===== src/rtl/irqp_pkg.sv =====
package irqp_pkg;
  localparam int NUM_SRC    = 18;
  localparam int ADDR_W     = 16;
  localparam int DATA_W     = 32;
  localparam logic [ADDR_W-1:0] CLASS_OFS = 16'hC000;
  localparam logic [ADDR_W-1:0] PEND_OFS  = 16'hC004;

  typedef logic [NUM_SRC-1:0] src_vec_t;

  typedef struct packed {
    logic class_sel;
    logic pend_sel;
  } reg_dec_t;
endpackage


===== src/rtl/irqp_edge_cap.sv =====
module irqp_edge_cap #(
  parameter int N = 18
) (
  input  logic         clk,
  input  logic         rst_n,
  input  logic [N-1:0] req,
  output logic [N-1:0] rise
);
  logic [N-1:0] prev_q;

  for (genvar g = 0; g < N; g++) begin : g_bit
    always_ff @(posedge clk or negedge rst_n) begin
      if (!rst_n) prev_q[g] <= 1'b0;
      else        prev_q[g] <= req[g];
    end
    assign rise[g] = req[g] & ~prev_q[g];
  end

  // a rise is never reported on two consecutive cycles for the same line
  a_r2_single_rise: assert property (@(posedge clk) disable iff (!rst_n)
    (rise != '0) |=> ((rise & $past(rise)) == '0));
endmodule


===== src/rtl/irqp_pend_store.sv =====
module irqp_pend_store #(
  parameter int N = 18
) (
  input  logic         clk,
  input  logic         rst_n,
  input  logic [N-1:0] rise,
  input  logic         clr_we,
  input  logic [N-1:0] keep_mask,
  output logic [N-1:0] pend_q
);
  logic [N-1:0] pend_d;

  always_comb begin
    pend_d = pend_q;
    if (clr_we) pend_d = pend_d & keep_mask;
    pend_d = pend_d | rise;
  end

  always_ff @(posedge clk or negedge rst_n) begin
    if (!rst_n) pend_q <= '0;
    else        pend_q <= pend_d;
  end

  a_r2_rise_sets: assert property (@(posedge clk) disable iff (!rst_n)
    (rise != '0) |=> ((pend_q & $past(rise)) == $past(rise)));

  a_r3_zero_clears: assert property (@(posedge clk) disable iff (!rst_n)
    clr_we |=> ((pend_q & ~$past(keep_mask) & ~$past(rise)) == '0));

  a_r3_one_keeps: assert property (@(posedge clk) disable iff (!rst_n)
    clr_we |=> (($past(pend_q) & $past(keep_mask) & ~pend_q) == '0));

  a_r4_rise_beats_clear: assert property (@(posedge clk) disable iff (!rst_n)
    (clr_we && (rise & ~keep_mask) != '0) |=> ((pend_q & $past(rise)) == $past(rise)));
endmodule


===== src/rtl/irqp_class_route.sv =====
module irqp_class_route #(
  parameter int N = 18
) (
  input  logic [N-1:0] pend,
  input  logic [N-1:0] fast_sel,
  output logic         irq_n,
  output logic         fiq_n
);
  logic [N-1:0] norm_hits;
  logic [N-1:0] fast_hits;

  always_comb begin
    norm_hits = pend & ~fast_sel;
    fast_hits = pend & fast_sel;
    irq_n     = ~(|norm_hits);
    fiq_n     = ~(|fast_hits);
  end
endmodule


===== src/rtl/irq_pend_ctrl.sv =====
module irq_pend_ctrl
  import irqp_pkg::*;
#(
  parameter int N_SRC = NUM_SRC,
  parameter int AW    = ADDR_W,
  parameter int DW    = DATA_W,
  parameter logic [AW-1:0] CLASS_ADDR = CLASS_OFS,
  parameter logic [AW-1:0] PEND_ADDR  = PEND_OFS
) (
  input  logic             clk,
  input  logic             rst_n,
  input  logic [N_SRC-1:0] src_req,
  input  logic [AW-1:0]    bus_addr,
  input  logic             bus_wr_en,
  input  logic [DW-1:0]    bus_wdata,
  output logic [DW-1:0]    bus_rdata,
  output logic             irq_n,
  output logic             fiq_n
);
  localparam int PAD_W = DW - N_SRC;

  reg_dec_t         dec;
  logic [N_SRC-1:0] rise;
  logic [N_SRC-1:0] pend;
  logic [N_SRC-1:0] class_q;

  always_comb begin
    dec.class_sel = (bus_addr == CLASS_ADDR);
    dec.pend_sel  = (bus_addr == PEND_ADDR);
  end

  always_ff @(posedge clk or negedge rst_n) begin
    if (!rst_n)                        class_q <= '0;
    else if (bus_wr_en && dec.class_sel) class_q <= bus_wdata[N_SRC-1:0];
  end

  irqp_edge_cap #(.N(N_SRC)) u_edge (
    .clk  (clk),
    .rst_n(rst_n),
    .req  (src_req),
    .rise (rise)
  );

  irqp_pend_store #(.N(N_SRC)) u_pend (
    .clk      (clk),
    .rst_n    (rst_n),
    .rise     (rise),
    .clr_we   (bus_wr_en && dec.pend_sel),
    .keep_mask(bus_wdata[N_SRC-1:0]),
    .pend_q   (pend)
  );

  irqp_class_route #(.N(N_SRC)) u_route (
    .pend    (pend),
    .fast_sel(class_q),
    .irq_n   (irq_n),
    .fiq_n   (fiq_n)
  );

  always_comb begin
    bus_rdata = '0;
    if (dec.class_sel)     bus_rdata = {{PAD_W{1'b0}}, class_q};
    else if (dec.pend_sel) bus_rdata = {{PAD_W{1'b0}}, pend};
  end

  a_r8_upper_zero: assert property (@(posedge clk) disable iff (!rst_n)
    bus_rdata[DW-1:N_SRC] == '0);

  a_r5_class_hold: assert property (@(posedge clk) disable iff (!rst_n)
    !(bus_wr_en && dec.class_sel) |=> $stable(class_q));

  a_r6_idle_lines: assert property (@(posedge clk) disable iff (!rst_n)
    (pend == '0) |-> (irq_n && fiq_n));

  a_r7_fast_needs_pend: assert property (@(posedge clk) disable iff (!rst_n)
    !fiq_n |-> (pend != '0));
endmodule


===== config.mk =====
export PLATFORM = sky130hd
export DESIGN_NAME = irq_pend_ctrl
export DESIGN_NICKNAME = d
export VERILOG_FILES = /design/src/rtl/irqp_pkg.sv /design/src/rtl/irqp_edge_cap.sv /design/src/rtl/irqp_pend_store.sv /design/src/rtl/irqp_class_route.sv /design/src/rtl/irq_pend_ctrl.sv
export SDC_FILE = /design/constraint.sdc
export NUM_CORES = 1
export LEC_CHECK = 0
export CAP_MARGIN = 10
export CORE_MARGIN = 4
export CORE_UTILIZATION = 44
export DETAILED_ROUTE_END_ITERATION = 8
export PLACE_DENSITY = 0.91
export SYNTH_ARGS = -nofsm -noshare
export SYNTH_HDL_FRONTEND = slang
export SYNTH_HIERARCHICAL = 1
export SYNTH_SLANG_ARGS = --single-unit

===== constraint.sdc =====
create_clock -name clk -period 1.7 [get_ports clk]
set_input_delay 0.255 -clock clk [delete_from_list [all_inputs] [get_ports clk]]
set_output_delay 0.255 -clock clk [all_outputs]
set_load 0.005 [all_outputs]

==> reports/qor.yml, run 1 <==
floorplan:
  die_y_microns: 87.24
  die_w_microns: 87.24
  start_util_pct: 46.12
  rows: 28
  coreArea_sq_um: 5991
  die_area_sq_um: 7611
  io_pins: 103
grt:
  grt_pass1_vias: 2360
  gr-total-overflow: 0
  grt_pass1_wl_microns: 12120
  grt_antenna_before_repair: 0
  grt_use_total_pct: 20.79
  grt_max_degree: 33
sta:
  slew_viol_final: 0
  max_clock_freq_mhz: 468.8
  fin_worst_skew_ns: 0.004477
  rsz0062_at_grt: "true"
  layout_min_cycle_time_ns: 2.133
  setup_viol: 20
  fin_crit_sh_pct: 125.5
  relSlewSlack_pct: 62.94
  worst_pin_slew_ns: 0.5559
  finalWorstSetupSlack_ns: -0.4330
  finalHoldViolations: 0
clock_tree:
  cts.sinks: 54
  htree_num_levels: 2
  clkTransAtPathRegs_ns: 0.09
  cts_tree: "built"
  root_buffer: "clkbuf_8"
  cts_buffer_depth: 2
  cts_buffers: 5
  clock_latency_ns: 0.30
route:
  postRouteAntennaNets: 0
  drc: 0
  drt-wirelength-per-cell_microns: 18.24
  viasPerCell: 5.153
  drtIter0Drc: 89
  firstDrtPassIters: 4
  postRouteWirelength_microns: 7734
  via_count: 2185
worst_setup_path:
  endpoint_kind: "primary output"
  crit_start: "u_pend/pend_q[4]$_DFF_PN0_"
  crit_chain: "buf_4 -> nand2b_1 -> o2111ai_1 -> or4_1 -> nor4_2 -> buf_2"
  cp_slowest_cell: "or4_1"
  cp_max_fo: 2
  cp-start-kind: "flop"
  reg2reg_from: "class_q[4]$_DFFE_PN0P_"
  required_ns: 1.44
  critical_path_arrival_ns: 1.88
  crit_end: "irq_n"
  r2r_cells: 3
  critical_path_class: "reg -> out"
  r2r_setup_slack_ns: 0.65
  r2r_end: "class_q[4]$_DFFE_PN0P_"
  cp_slowest_stage_delay_ns: 0.46
placement:
  port_buffers: 74
  gp_congestion: 0.8368
  place_area_sq_um: 3865
  hpwlAfterDp_microns: 5108
cells_and_area:
  final_cell_mix: "dfrtp_1, clkdlybuf4s50_1, buf_4, buf_2, nand2b_1"
  multiInputGateArea_sq_um: 1369
  drive_above_1_share_pct: 42.98
  stdcell_area_sq_um: 4126
  final-seq-area_sq_um: 1351
  diodes: 0
  nFillCells: 419
  final_common_cell: "dfrtp_1"
  nets: 417
  area_growth_pct: 49.37
  final_core_util_pct: 68.88
flow_run:
  maxCapViolCount: 0
synthesis:
  yosys_warnings: 6
  netlist_instances: 213
  synth.distinct_cells: 30
  avgSynthCellArea_sq_um: 12.97
  synth_area_sq_um: 2763
  yosys_register_bits: 54
  yosysSeqAreaShare_pct: 48.91
min_path:
  worstHoldPathType: "in -> reg"
  hp-start: "src_req[3]"
power_and_ir_drop:
  ir_drop_v: 0.0004272
  power_density_nw_per_um2: 557.2
  total_leakage_power_uw: 0.001994
status:
  violations: "setup timing"
  status: "finished with violations"
[worst max-delay path: cells and delay by family (launching register included)]
family | cells | cell delay (ns)
buf+inv | 2 | 0.32
compound gates | 1 | 0.14
flops | 1 | 0.41
simple gates | 3 | 0.72
[through the flow]
stage / TNS [ns] / power [uW] / hold WS, ns / worst slack [ns] / std cells
global placement: -32.64 / 1585 / 0.2579 / -0.7610 / 396
CTS: -4.137 / 2311 / 0.4138 / -0.3984 / 423
global route: -5.344 / 2385 / 0.4240 / -0.5244 / 424
floorplan: -0.08723 / 1431 / -0.04059 / -0.008723 / 226
finish: -3.083 / 2299 / 0.4178 / -0.4330 / 424
detailed placement: -35.30 / 1591 / 0.2703 / -0.8350 / 396
[worst min path at each step]
stage / slack [ns] / end / cells past startpoint
after floorplan: -0.04 / class_q[0]$_DFFE_PN0P_ / 0
after global placement: 0.26 / class_q[0]$_DFFE_PN0P_ / 1
after detailed placement: 0.27 / u_pend/pend_q[0]$_DFF_PN0_ / 1
after CTS: 0.41 / u_edge/prev_q[3]$_DFF_PN0_ / 1
after global routing: 0.42 / u_edge/prev_q[9]$_DFF_PN0_ / 1
final: 0.42 / u_edge/prev_q[3]$_DFF_PN0_ / 1
[where the power goes]
group | total (uW) | leakage, uW | switching, uW | internal (uW)
clock | 730 | 0.0000482 | 400 | 330
sequential | 1320 | 0.000619 | 18.5 | 1310
combinational | 245 | 0.00133 | 87.5 | 158
[cell usage after synthesis]
cell | instances | area, sq um
nor3_1 | 1 | 5.000
or4_1 | 1 | 7.510
nor2_1 | 1 | 3.750
mux2_4 | 10 | 150.1
nor2b_4 | 18 | 247.7
inv_1 | 13 | 48.80
nor4b_4 | 1 | 23.77
o22ai_4 | 1 | 20.02
nor2_2 | 2 | 12.51
buf_6 | 2 | 22.52
nand2b_1 | 24 | 150.1
mux2_2 | 8 | 90.09
nor4_2 | 2 | 25.02
a22o_1 | 20 | 175.2
and2_1 | 1 | 6.260
a21o_1 | 18 | 135.1
nand4_2 | 1 | 12.51
buf_4 | 14 | 105.1
nand4_1 | 1 | 6.260
dfrtp_1 | 54 | 1351
a22oi_1 | 5 | 37.54
nor4b_2 | 1 | 15.01
o22ai_1 | 4 | 25.02
buf_2 | 2 | 10.01
nand3_1 | 1 | 5.000
a221oi_1 | 2 | 17.52
buf_12 | 1 | 20.02
conb_1 | 1 | 3.750
o2111ai_1 | 2 | 17.52
nor3b_2 | 1 | 12.51
[logic make-up after synthesis]
kind of cell | Yosys count | share of synthesized area (%)
AOI/OAI and AO/OA | 52 | 15.49
muxes | 18 | 8.696
DFF | 54 | 48.91
and+or+nand+nor | 56 | 19.29
other | 1 | 0.1357
buffers and inverters | 32 | 7.473
[sequential cells by signal, indices dropped and copies added (netlist names)]
register,flops
u_pend/pend_q,18
class_q,18
u_edge/prev_q,18
[metal layers]
layer / global-route usage (%) / wire length [microns] / vias up
li1: - / - / 998
met1: 25.92 / 3081 / 1088
met2: 37.47 / 3962 / 89
met3: 3.879 / 583 / 10
met4: 4.045 / 106 / 0
met5: 0 / 0 / -
[cell type report]
class	count	area share, %
Inverter	13	1.183
Multi-Input combinational cell	143	33.17
Tap cell	75	2.274
Sequential cell	54	32.75
Clock buffer	7	2.092
Clock inverter	1	0.1213
Timing Repair Buffer	131	28.41
[timing repair]
item | in CTS | in global routing
hold buffers | 1 | 0
buffers inserted | 15 | 3
cloned | 3 | 3
gates resized for setup | 154 | 17
hold endpoints to repair | 22 | 0
setup endpoints to repair | 56 | 56
pin swaps | 24 | 25
(Power assumes the default switching activity.)
==> run 2: changes to the inputs <==
==> constraint.sdc (replaced) <==
create_clock -name clk -period 2.23 [get_ports clk]
set_input_delay 0.3345 -clock clk [delete_from_list [all_inputs] [get_ports clk]]
set_output_delay 0.3345 -clock clk [all_outputs]
set_load 0.005 [all_outputs]
==> reports/qor.yml, run 2 (synthesis results as in run 1) <==
floorplan:
  coreArea_sq_um: 5991  # unchanged
  die_w_microns: 87.24  # unchanged
  die_area_sq_um: 7611  # unchanged
  io_pins: 103  # unchanged
  rows: 28  # unchanged
  die_y_microns: 87.24  # unchanged
  start_util_pct: 46.12  # unchanged
power_and_ir_drop:
  total_leakage_power_uw: 0.001923  # -3.6%
  power_density_nw_per_um2: 432.6  # -22%
  ir_drop_v: 0.0004017  # -6.0%
grt:
  grt_pass1_vias: 2282  # -3.3%
  grt_use_total_pct: 19.98  # -0.81 points
  gr-total-overflow: 0  # unchanged
  grt_pass1_wl_microns: 11710  # -3.4%
  grt_max_degree: 55  # +67%
  grt_antenna_before_repair: 0  # unchanged
cells_and_area:
  reg_top3: "class_q: 18 flops, u_edge/prev_q: 18 flops, u_pend/pend_q: 18 flops"
  final_cell_mix: "dfrtp_1, clkdlybuf4s50_1, buf_4, nand2b_1"
  final_common_cell: "dfrtp_1"
  nets: 401  # -3.8%
  area_growth_pct: 44.66
  diodes: 0  # unchanged
  drive_above_1_share_pct: 36.04  # -6.9 points
sta:
  layout_min_cycle_time_ns: 2.184
  setup_viol: 0  # -100%
  max_clock_freq_mhz: 457.9
  finalHoldViolations: 0  # unchanged
  fin_crit_sh_pct: 97.92
  slew_viol_final: 0  # unchanged
  whs_ns: 0.002514  # -0.4153 ns
  finalWorstSetupSlack_ns: 0.04628  # +0.4793 ns
  fin_worst_skew_ns: 0.006566  # +0.002089 ns
placement:
  hpwlAfterDp_microns: 4876  # -4.5%
  port_buffers: 74  # unchanged
  pre_cts_ws_ns: -0.3716  # +0.4634 ns
  gp_congestion: 0.7998  # -4.4%
clock_tree:
  cts.sinks: 54  # unchanged
  cts_buffer_depth: 2  # unchanged
  clkTransAtPathRegs_ns: 0.09  # about the same
  cts_tree: "built"
  htree_num_levels: 2  # unchanged
  cts_buffers: 5  # unchanged
  cts_hold_buf: 0  # -1
  clock_latency_ns: 0.31  # about the same
  root_buffer: "clkbuf_8"
route:
  firstDrtPassIters: 4  # unchanged
  drtIter0Drc: 124  # +39%
  viasPerCell: 5.127  # -0.50%
  via_count: 2092  # -4.3%
  drt-wirelength-per-cell_microns: 17.66  # -3.2%
  postRouteWirelength_microns: 7206  # -6.8%
  drc: 0  # unchanged
  postRouteAntennaNets: 0  # unchanged
worst_setup_path:
  r2r_end: "class_q[6]$_DFFE_PN0P_"
  endpoint_kind: "primary output"
  critical_path_arrival_ns: 1.85  # -0.03 ns
  reg2reg_from: "class_q[6]$_DFFE_PN0P_"
  r2r_setup_slack_ns: 1.22  # +0.57 ns
  cp_max_fo: 2  # unchanged
  r2r_cells: 3  # unchanged
  critical_path_class: "reg -> out"
  cp-start-kind: "flop"
  required_ns: 1.90  # +0.46 ns
flow_run:
  maxCapViolCount: 0  # unchanged
min_path:
  worstHoldPathType: "in -> async"
status:
  status: "finished, final reports clean"
run 2: report_power, final:
group / internal (uW) / switching [uW]
Combinational: 114 / 60.6
Sequential: 995 / 13.8
Clock: 223 / 323
run 2: repair_timing:
action	CTS	global route
pin swaps	12	9
cloned	4	0
setup buffers	10	3
setup endpoints to repair	20	19
gates resized for setup	106	10
hold endpoints to repair	0	0
run 2: worst max-delay path: stages, from the launching register on:
cell and delay, ns:
dfrtp_1 0.40, nand2b_1 0.10, o2111ai_1 0.16, or4_4 0.52, nor4_4 0.19, buf_2 0.17
run 2: final cells by class:
cell class | instances | area (sq um)
fillers | 447 | 1994
flip-flops and latches | 54 | 1351
clock inverters | 2 | 13.76
multi-input cells | 140 | 1303
clock buffers | 6 | 72.57
repair buffers | 118 | 1114
inverters | 13 | 48.80
well taps | 75 | 93.84
run 2: worst max-delay path by stage:
stage / slack (ns) / to / start / depth (start not counted)
2_1_floorplan: 0.16 / u_pend/pend_q[10]$_DFF_PN0_ / bus_addr[12] / 8
3_3_place_gp: -0.33 / bus_rdata[11] / bus_addr[9] / 7
3_5_place_dp: -0.37 / bus_rdata[2] / bus_addr[5] / 7
4_1_cts: -0.05 / bus_rdata[17] / bus_addr[0] / 10
5_1_grt: -0.01 / bus_rdata[17] / bus_addr[12] / 9
6_report: 0.05 / irq_n / u_pend/pend_q[0]$_DFF_PN0_ / 5
run 2: per-layer routing:
layer | GRT usage [%] | share of wire [%] | routed length [microns] | up-vias
met1 | 24.02 | 39 | 2810 | 1038
met5 | 0 | 0 | 0 | -
met3 | 4.447 | 7.2 | 521 | 9
met4 | 4.881 | 1.1 | 80 | 0
li1 | - | - | - | 966
met2 | 36.03 | 53 | 3794 | 79
run 2: stage by stage:
step                      utilization (%)  power (uW)  std cells  TNS [ns]  area [sq um]
final                               66.71        1729        408         0          3996
after CTS                           67.19        1739        408   -0.2092          4025
after detailed placement            63.18        1208        387    -9.693          3785
after global routing                66.71        1795        408  -0.03498          3996
after floorplan                         -        1090        226         0          2811
after global placement              63.18        1204        387    -6.340          3785
==> run 3: changes to the inputs <==
--- a/config.mk
+++ b/config.mk
@@ -9,6 +9,7 @@
 export CORE_MARGIN = 4
 export CORE_UTILIZATION = 44
 export DETAILED_ROUTE_END_ITERATION = 8
+export GPL_ROUTABILITY_DRIVEN = 0
 export PLACE_DENSITY = 0.91
 export SYNTH_ARGS = -nofsm -noshare
 export SYNTH_HDL_FRONTEND = slang
==> results of run 3 <==
The final DEF is identical to that of run 2; final timing and power are the same.
